## config.mk

```make
export PLATFORM = sky130hd
export DESIGN_NAME = i2c_byte_master
export DESIGN_NICKNAME = d
export VERILOG_FILES = /design/src/rtl/i2cm_pkg.sv /design/src/rtl/i2cm_line_sync.sv /design/src/rtl/i2cm_phase_timer.sv /design/src/rtl/i2cm_byte_shifter.sv /design/src/rtl/i2c_byte_master.sv
export SDC_FILE = /design/constraint.sdc
export NUM_CORES = 1
export LEC_CHECK = 0
export ABC_CLOCK_PERIOD_IN_PS = 5490
export CAP_MARGIN = 10
export CORE_MARGIN = 5
export CORE_UTILIZATION = 60
export CTS_CLUSTER_SIZE = 14
export DETAILED_ROUTE_END_ITERATION = 10
export DONT_BUFFER_PORTS = 1
export PLACE_DENSITY_LB_ADDON = 0.1
export SLEW_MARGIN = 0
export SYNTH_ARGS = -nofsm -noshare
export SYNTH_HDL_FRONTEND = slang
export SYNTH_SLANG_ARGS = --single-unit
```

## constraint.sdc

```tcl
create_clock -name clk -period 5.49 [get_ports clk]
set_clock_uncertainty 0.15 [all_clocks]
set_input_delay 0 -clock clk [delete_from_list [all_inputs] [get_ports clk]]
set_output_delay 0 -clock clk [all_outputs]
set_load 0.01 [all_outputs]
```

## src/rtl/i2cm_pkg.sv

```systemverilog
package i2cm_pkg;

  typedef enum logic [1:0] {
    OP_START = 2'd0,
    OP_STOP  = 2'd1,
    OP_WRITE = 2'd2,
    OP_READ  = 2'd3
  } i2cm_op_e;

  typedef enum logic [3:0] {
    S_IDLE = 4'd0,
    S_ST0  = 4'd1,
    S_ST1  = 4'd2,
    S_ST2  = 4'd3,
    S_ST3  = 4'd4,
    S_BLO  = 4'd5,
    S_BHI  = 4'd6,
    S_SP0  = 4'd7,
    S_SP1  = 4'd8,
    S_SP2  = 4'd9
  } i2cm_state_e;

endpackage

```

## src/rtl/i2cm_line_sync.sv

```systemverilog
module i2cm_line_sync #(
  parameter int WIDTH  = 2,
  parameter int STAGES = 2
) (
  input  logic             clk,
  input  logic             rst,
  input  logic [WIDTH-1:0] d_in,
  output logic [WIDTH-1:0] d_out
);

  generate
    if (STAGES == 0) begin : g_bypass
      assign d_out = d_in;
    end else begin : g_chain
      logic [WIDTH-1:0] stage_q [STAGES];
      always_ff @(posedge clk) begin
        if (rst) begin
          for (int i = 0; i < STAGES; i++) stage_q[i] <= '1;
        end else begin
          stage_q[0] <= d_in;
          for (int i = 1; i < STAGES; i++) stage_q[i] <= stage_q[i-1];
        end
      end
      assign d_out = stage_q[STAGES-1];
    end
  endgenerate

endmodule

```

## src/rtl/i2cm_phase_timer.sv

```systemverilog
module i2cm_phase_timer #(
  parameter int DIV_W = 16
) (
  input  logic             clk,
  input  logic             rst,
  input  logic             clr,
  input  logic             level_ok,
  input  logic [DIV_W-1:0] half_div,
  output logic             tick
);

  localparam logic [DIV_W-1:0] ONE = DIV_W'(1);

  logic [DIV_W-1:0] cnt_q;
  logic [DIV_W-1:0] span;

  // a zero divider is clamped to one clock per half-period
  always_comb span = (half_div == '0) ? ONE : half_div;

  // counting only advances while the line reads back as intended
  assign tick = level_ok && !clr && (cnt_q == span - ONE);

  always_ff @(posedge clk) begin
    if (rst || clr || tick) cnt_q <= '0;
    else if (level_ok)      cnt_q <= cnt_q + ONE;
  end

endmodule

```

## src/rtl/i2cm_byte_shifter.sv

```systemverilog
module i2cm_byte_shifter #(
  parameter int W = 8
) (
  input  logic         clk,
  input  logic         rst,
  input  logic         load,
  input  logic [W-1:0] load_val,
  input  logic         shift,
  input  logic         shin,
  output logic [W-1:0] data,
  output logic         msb
);

  logic [W-1:0] sr_q;

  always_ff @(posedge clk) begin
    if (rst)        sr_q <= '0;
    else if (load)  sr_q <= load_val;
    else if (shift) sr_q <= {sr_q[W-2:0], shin};
  end

  assign data = sr_q;
  assign msb  = sr_q[W-1];

endmodule

```

## src/rtl/i2c_byte_master.sv

```systemverilog
module i2c_byte_master
  import i2cm_pkg::*;
#(
  parameter int DATA_W      = 8,
  parameter int DIV_W       = 16,
  parameter int SYNC_STAGES = 2
) (
  input  logic              clk,
  input  logic              rst,
  input  logic              cmd_valid,
  input  logic [1:0]        cmd_op,
  input  logic              cmd_rd_nack,
  input  logic [DATA_W-1:0] cmd_wdata,
  input  logic [DIV_W-1:0]  half_div,
  input  logic              scl_in,
  input  logic              sda_in,
  output logic              scl_oe,
  output logic              sda_oe,
  output logic [DATA_W-1:0] rdata,
  output logic              ack_seen,
  output logic              cmd_busy,
  output logic              bus_busy,
  output logic              done
);

  localparam int CNT_W = $clog2(DATA_W + 1);
  localparam logic [CNT_W-1:0] LAST_BIT = CNT_W'(DATA_W);

  i2cm_state_e      state;
  logic [CNT_W-1:0] bit_idx;
  logic             ninth_rel;
  logic             is_read;
  logic             scl_s, sda_s;
  logic             level_ok, tick;
  logic             sda_tgt;
  logic             accept;
  logic             sh_load, sh_shift, sh_msb;
  logic [DATA_W-1:0] sh_data, sh_init;

  // line input synchronisers
  i2cm_line_sync #(.WIDTH(2), .STAGES(SYNC_STAGES)) u_sync (
    .clk  (clk),
    .rst  (rst),
    .d_in ({scl_in, sda_in}),
    .d_out({scl_s, sda_s})
  );

  // SCL must read back the level implied by the output-enable
  assign level_ok = (scl_s == !scl_oe);

  i2cm_phase_timer #(.DIV_W(DIV_W)) u_timer (
    .clk     (clk),
    .rst     (rst),
    .clr     (state == S_IDLE),
    .level_ok(level_ok),
    .half_div(half_div),
    .tick    (tick)
  );

  assign accept   = cmd_valid && (state == S_IDLE);
  assign sh_load  = accept && ((cmd_op == OP_WRITE) || (cmd_op == OP_READ));
  assign sh_init  = (cmd_op == OP_READ) ? {DATA_W{1'b1}} : cmd_wdata;
  assign sh_shift = (state == S_BHI) && tick && (bit_idx != LAST_BIT);

  i2cm_byte_shifter #(.W(DATA_W)) u_shift (
    .clk     (clk),
    .rst     (rst),
    .load    (sh_load),
    .load_val(sh_init),
    .shift   (sh_shift),
    .shin    (sda_s),
    .data    (sh_data),
    .msb     (sh_msb)
  );

  // value of SDA enable for the bit currently being sent
  always_comb sda_tgt = (bit_idx == LAST_BIT) ? !ninth_rel : !sh_msb;

  assign cmd_busy = (state != S_IDLE);

  always_ff @(posedge clk) begin
    if (rst) begin
      state     <= S_IDLE;
      scl_oe    <= 1'b0;
      sda_oe    <= 1'b0;
      done      <= 1'b0;
      bus_busy  <= 1'b0;
      ack_seen  <= 1'b0;
      rdata     <= '0;
      bit_idx   <= '0;
      ninth_rel <= 1'b1;
      is_read   <= 1'b0;
    end else begin
      done <= 1'b0;
      unique case (state)
        S_IDLE: begin
          if (accept) begin
            unique case (cmd_op)
              OP_START: state <= S_ST0;
              OP_STOP: begin
                state  <= S_SP0;
                scl_oe <= 1'b1;
              end
              default: begin
                state     <= S_BLO;
                bit_idx   <= '0;
                is_read   <= (cmd_op == OP_READ);
                ninth_rel <= (cmd_op == OP_READ) ? cmd_rd_nack : 1'b1;
              end
            endcase
          end
        end
        // begin condition: release SDA, release SCL, pull SDA, pull SCL
        S_ST0: begin
          sda_oe <= 1'b0;
          if (tick && !sda_oe) begin
            state  <= S_ST1;
            scl_oe <= 1'b0;
          end
        end
        S_ST1: begin
          if (tick) begin
            state  <= S_ST2;
            sda_oe <= 1'b1;
          end
        end
        S_ST2: begin
          if (tick) begin
            state  <= S_ST3;
            scl_oe <= 1'b1;
          end
        end
        S_ST3: begin
          if (tick) begin
            state    <= S_IDLE;
            done     <= 1'b1;
            bus_busy <= 1'b1;
          end
        end
        // bit low phase: SDA settles one clock after SCL is low
        S_BLO: begin
          sda_oe <= sda_tgt;
          if (tick && (sda_oe == sda_tgt)) begin
            state  <= S_BHI;
            scl_oe <= 1'b0;
          end
        end
        // bit high phase: sample at its end
        S_BHI: begin
          if (tick) begin
            scl_oe <= 1'b1;
            if (bit_idx == LAST_BIT) begin
              ack_seen <= !sda_s;
              if (is_read) rdata <= sh_data;
              state <= S_IDLE;
              done  <= 1'b1;
            end else begin
              bit_idx <= bit_idx + 1'b1;
              state   <= S_BLO;
            end
          end
        end
        // end condition: pull SDA, release SCL, release SDA, bus-free wait
        S_SP0: begin
          sda_oe <= 1'b1;
          if (tick && sda_oe) begin
            state  <= S_SP1;
            scl_oe <= 1'b0;
          end
        end
        S_SP1: begin
          if (tick) begin
            state  <= S_SP2;
            sda_oe <= 1'b0;
          end
        end
        S_SP2: begin
          if (tick) begin
            state    <= S_IDLE;
            done     <= 1'b1;
            bus_busy <= 1'b0;
          end
        end
        default: state <= S_IDLE;
      endcase
    end
  end

endmodule

```

==> results_tabular.tex <==
\begin{tabular}{lr}
\hline
Metric & Value \\
\hline
\multicolumn{2}{l}{\textbf{Logic synthesis}} \\
\quad Most common flop cell mapped by yosys & sky130\_fd\_sc\_hd\_\_dfxtp\_1 \\
\quad Number of library cell types mapped by synthesis & 68 \\
\quad Net Count, Synth & $\sim$420 \\
\quad Post-synthesis cell area & 3180 um\^{}2 \\
\quad Area share of the leading cell type in the synthesized netlist & between 30\% and 40\% \\
\quad Count of warnings emitted by yosys & 0 \\
\quad Fraction of the yosys area taken by sequential cells & around 32\% \\
\quad Async set or reset register ratio after synthesis & 0\% \\
\quad Mapped Avg Cell Area & between 8 and 9 um\^{}2 \\
\quad Synth area leaders & sky130\_fd\_sc\_hd\_\_dfxtp\_1 (32\%), sky130\_fd\_sc\_hd\_\_nor2\_1 (5.0\%), sky130\_fd\_sc\_hd\_\_xor2\_1 (4.1\%), sky130\_fd\_sc\_hd\_\_a21oi\_1 (3.9\%), sky130\_fd\_sc\_hd\_\_nand3\_1 (3.9\%) \\
\quad Count of flip-flops with a built-in enable after synthesis & 0 \\
\quad Library cell occupying the most area in the post-synthesis netlist & sky130\_fd\_sc\_hd\_\_dfxtp\_1 \\
\quad Number of synthesized register bits & 51 \\
\quad Synth Instances & 382 \\
\multicolumn{2}{l}{\textbf{Timing}} \\
\quad Summed negative setup slack over all endpoints & 0 ns \\
\quad Max Freq & 266 MHz \\
\quad Crit path time final & around 3.8 ns \\
\quad Worst-margin pin slew & 0.659 ns \\
\quad Endpoints failing setup & 0 \\
\quad Remaining max-slew budget at the tightest pin & between 50\% and 60\% \\
\quad Setup repair after global routing missed its margin & false \\
\quad Tcrit/Tclk final & about two thirds \\
\quad Number of pins with negative max-slew slack in the final report & 0 \\
\quad Hold violation count in the final report & 0 \\
\multicolumn{2}{l}{\textbf{Power and ir drop}} \\
\quad Leakage power summed over all cells & around 0.0012 uW \\
\quad Total power & $\sim$1100 uW \\
\quad Peak ir drop on the vdd network & between 0.0002 and 0.0003 V \\
\quad Power density over cell area & between 300 and 400 nW/um\^{}2 \\
\multicolumn{2}{l}{\textbf{Routing}} \\
\quad Total wire length after detailed routing & about 7.7 mm \\
\quad DRC Markers & 0 \\
\quad Routed via count & around 2900 \\
\quad Drt first-iter violations & roughly 240 \\
\quad Drt pass-1 iters & 5 \\
\quad Detail Route Antenna Nets & 0 \\
\quad Average vias per placed instance & about 6.4 \\
\quad Avg WL per Cell & between 15 and 20 um \\
\multicolumn{2}{l}{\textbf{Critical path}} \\
\quad Crit path required time & roughly 5.5 ns \\
\quad Arrival time worst endpoint & 3.81 ns \\
\quad CP Buf/Inv Count & 1 \\
\quad Critical path capture point type & flip-flop \\
\quad Type of element launching the critical path & primary input \\
\quad Family with the most delay on the worst path & simple AND/OR/NAND/NOR gates \\
\quad Kind of critical path & in -> reg \\
\quad Delay contributed by the slowest stage of the critical path & 0.56 ns \\
\quad Crit Path Max Fanout & 9 \\
\quad Cell breakdown of the critical path & nor4\_2 > a41oi\_1 > ha\_1 > nor3b\_2 > a211oi\_1 > nor3\_1 > or4b\_4 > or4\_4 > o31a\_1 > nand3\_1 > a21oi\_2 > dlygate4sd3\_1 \\
\quad Reg-to-reg slack, setup & between 1.5 and 2 ns \\
\quad Master of the slowest instance on the critical path & sky130\_fd\_sc\_hd\_\_dlygate4sd3\_1 \\
\multicolumn{2}{l}{\textbf{Die}} \\
\quad Area of the placeable core & around 5000 um\^{}2 \\
\quad Initial standard-cell utilization of the core & 62.0\% \\
\quad Die footprint & 6860 um\^{}2 \\
\quad Row cnt & 26 \\
\quad Number of placed I/O pins & 46 \\
\quad Width of the die & between 80 and 90 um \\
\quad Die height & $\sim$83 um \\
\multicolumn{2}{l}{\textbf{Placed design}} \\
\quad IO Port Bufs & 0 \\
\quad Placed wire-length estimate & between 5 and 6 mm \\
\quad RD Place Congestion & roughly 0.89 \\
\multicolumn{2}{l}{\textbf{Finish}} \\
\quad Number of fillers in the final layout & about 480 \\
\quad Layout area overhead & 8.84\% \\
\quad Fraction of layout cells with a size suffix above 1 & 9.33\% \\
\quad Count of nets after finishing & 421 \\
\quad Storage cell area & slightly above 1000 um\^{}2 \\
\quad Antenna Cells & 0 \\
\quad Total area of multi-input combinational cells & about 2000 um\^{}2 \\
\multicolumn{2}{l}{\textbf{Run status}} \\
\quad Result of the run & finished, final reports clean \\
\multicolumn{2}{l}{\textbf{Global routing}} \\
\quad Pin count of the biggest net entering global routing & 39 \\
\quad Global-route wire length before repair & 13.2 mm \\
\quad All-Layer GR Usage & a little under a quarter \\
\quad Initial antenna violation count & 0 \\
\quad Remaining global-route overflow & 0 \\
\quad Number of global-route vias before repair & 2657 \\
\multicolumn{2}{l}{\textbf{Clock tree}} \\
\quad Buffer depth of the longest clock path & 2 \\
\quad Clock buffers created by TritonCTS & 5 \\
\quad Clk root buf & sky130\_fd\_sc\_hd\_\_clkbuf\_8 \\
\quad \# hold bufs at CTS & 16 \\
\quad Number of gates given a new drive strength after cts & 0 \\
\quad Clock-pin slew on the worst setup and hold paths & 0.09 ns \\
\quad Sinks on the clock net & 51 \\
\quad Level count of the clock H-tree & 2 \\
\quad TritonCTS clock tree & done \\
\quad Post-CTS setup buffer count & 0 \\
\quad Source-to-sink clock delay at the later pin of the worst-skew pair & 0.31 ns \\
\multicolumn{2}{l}{\textbf{Flow run}} \\
\quad Max-cap check violation count & 0 \\
\multicolumn{2}{l}{\textbf{Min path}} \\
\quad Hold/Removal Path Class & in -> reg \\
\hline
\end{tabular}
-- synth_stat cells, drive strengths merged (8+ instances only) --
master   n
a21oi   27
nor4     9
clkbuf  16
nand4    8
mux2i   11
o221ai  10
dfxtp   51
inv      8
and3    10
xor2    15
or2      8
o21ai   11
nand3   25
nand2   21
xnor2   14
nor2    42
or3     12
-- state kept, by name, indices dropped and copies added (netlist names) --
| signal | cells |
|---|---|
| ack_seen | 1 |
| bit_idx | 4 |
| bus_busy | 1 |
| done | 1 |
| is_read | 1 |
| ninth_rel | 1 |
| rdata | 8 |
| scl_oe | 1 |
| sda_oe | 1 |
| state | 4 |
| u_shift.data | 8 |
| u_sync.g_chain.stage_q | 4 |
| u_timer.cnt_q | 16 |
-- logic make-up (layout without fill, tap and decap cells) --
group / Yosys count / after routing / synth area share, %
fa+ha+maj: 4 / 4 / 1.57
buf+inv: 29 / 33 / 3.58
flops: 51 / 51 / 32.1
compound gates: 84 / 84 / 19.0
xor+xnor: 29 / 29 / 7.98
simple gates: 172 / 172 / 31.6
mux: 13 / 13 / 4.17
-- tightest hold or removal path, cell delays in order --
cell and delay (ns):
sky130_fd_sc_hd__and3_1 0.27, sky130_fd_sc_hd__nand2_1 0.12, sky130_fd_sc_hd__a21oi_1 0.05
-- report_power, final --
part	total [uW]	switching [uW]	internal, uW	leakage, uW
clock network	240	125	115	0.0000505
registers	462	61.1	401	0.000414
logic	384	224	160	0.000765
-- final timing paths --
| kind | startpoint | end | cells past startpoint |
|---|---|---|---|
| worst max-delay path | half_div[9] | state[0] | 12 |
| worst min-delay path | cmd_op[1] | is_read | 3 |
| worst max register to register | state[2] | state[0] | 9 |
| worst min register to register | u_sync.g_chain.stage_q[0][1] | u_sync.g_chain.stage_q[0][3] | 1 |
-- cell usage in the layout (no fill, tap or decap), types with 4 or more instances in the layout --
cell	n
sky130_fd_sc_hd__clkbuf_8	7
sky130_fd_sc_hd__o221ai_1	10
sky130_fd_sc_hd__xnor2_1	14
sky130_fd_sc_hd__a211oi_1	4
sky130_fd_sc_hd__or3_1	12
sky130_fd_sc_hd__nor2_1	42
sky130_fd_sc_hd__nor2b_1	5
sky130_fd_sc_hd__or4_1	4
sky130_fd_sc_hd__and3_1	10
sky130_fd_sc_hd__inv_1	8
sky130_fd_sc_hd__dlygate4sd3_1	15
sky130_fd_sc_hd__xor2_1	15
sky130_fd_sc_hd__or2_2	7
sky130_fd_sc_hd__nand2_1	21
sky130_fd_sc_hd__nand3_1	25
sky130_fd_sc_hd__mux2i_1	11
sky130_fd_sc_hd__nand2b_1	5
sky130_fd_sc_hd__nor3_1	4
sky130_fd_sc_hd__nand4_1	7
sky130_fd_sc_hd__dfxtp_1	51
sky130_fd_sc_hd__a21oi_1	25
sky130_fd_sc_hd__nor3b_1	4
sky130_fd_sc_hd__a31oi_1	5
sky130_fd_sc_hd__ha_1	4
sky130_fd_sc_hd__o21ai_0	9
-- routing by layer --
layer	part of all wire (%)	wire length, um	GRT usage [%]	up-vias
met5	0	0	0	-
li1	-	-	-	1424
met3	6.3	484	4.95	6
met1	45	3470	30.7	1390
met2	48	3640	36.9	76
met4	0.85	65	4.61	0
-- per-stage QoR --
| step | utilization (%) | setup WS [ns] | instances | hold slack, ns | cell area, um^2 |
|---|---|---|---|---|---|
| floorplan | - | 2.15 | 382 | -0.0462 | 3180 |
| global placement | 62.1 | 1.91 | 432 | -0.0807 | 3190 |
| detailed placement | 62.1 | 1.86 | 432 | -0.0818 | 3190 |
| CTS | 67.4 | 1.79 | 456 | 0.0333 | 3470 |
| global route | 67.4 | 1.49 | 456 | 0.0449 | 3470 |
| finish | 67.4 | 1.73 | 456 | 0.0313 | 3470 |
-- layout make-up --
class | count | area share [%]
Sequential cell | 51 | 29.5
Inverter | 9 | 0.975
Clock inverter | 1 | 0.217
Tap cell | 70 | 2.53
Clock buffer | 7 | 2.78
Timing Repair Buffer | 16 | 4.91
Multi-Input combinational cell | 302 | 59.1
(Power assumes the default switching activity.)
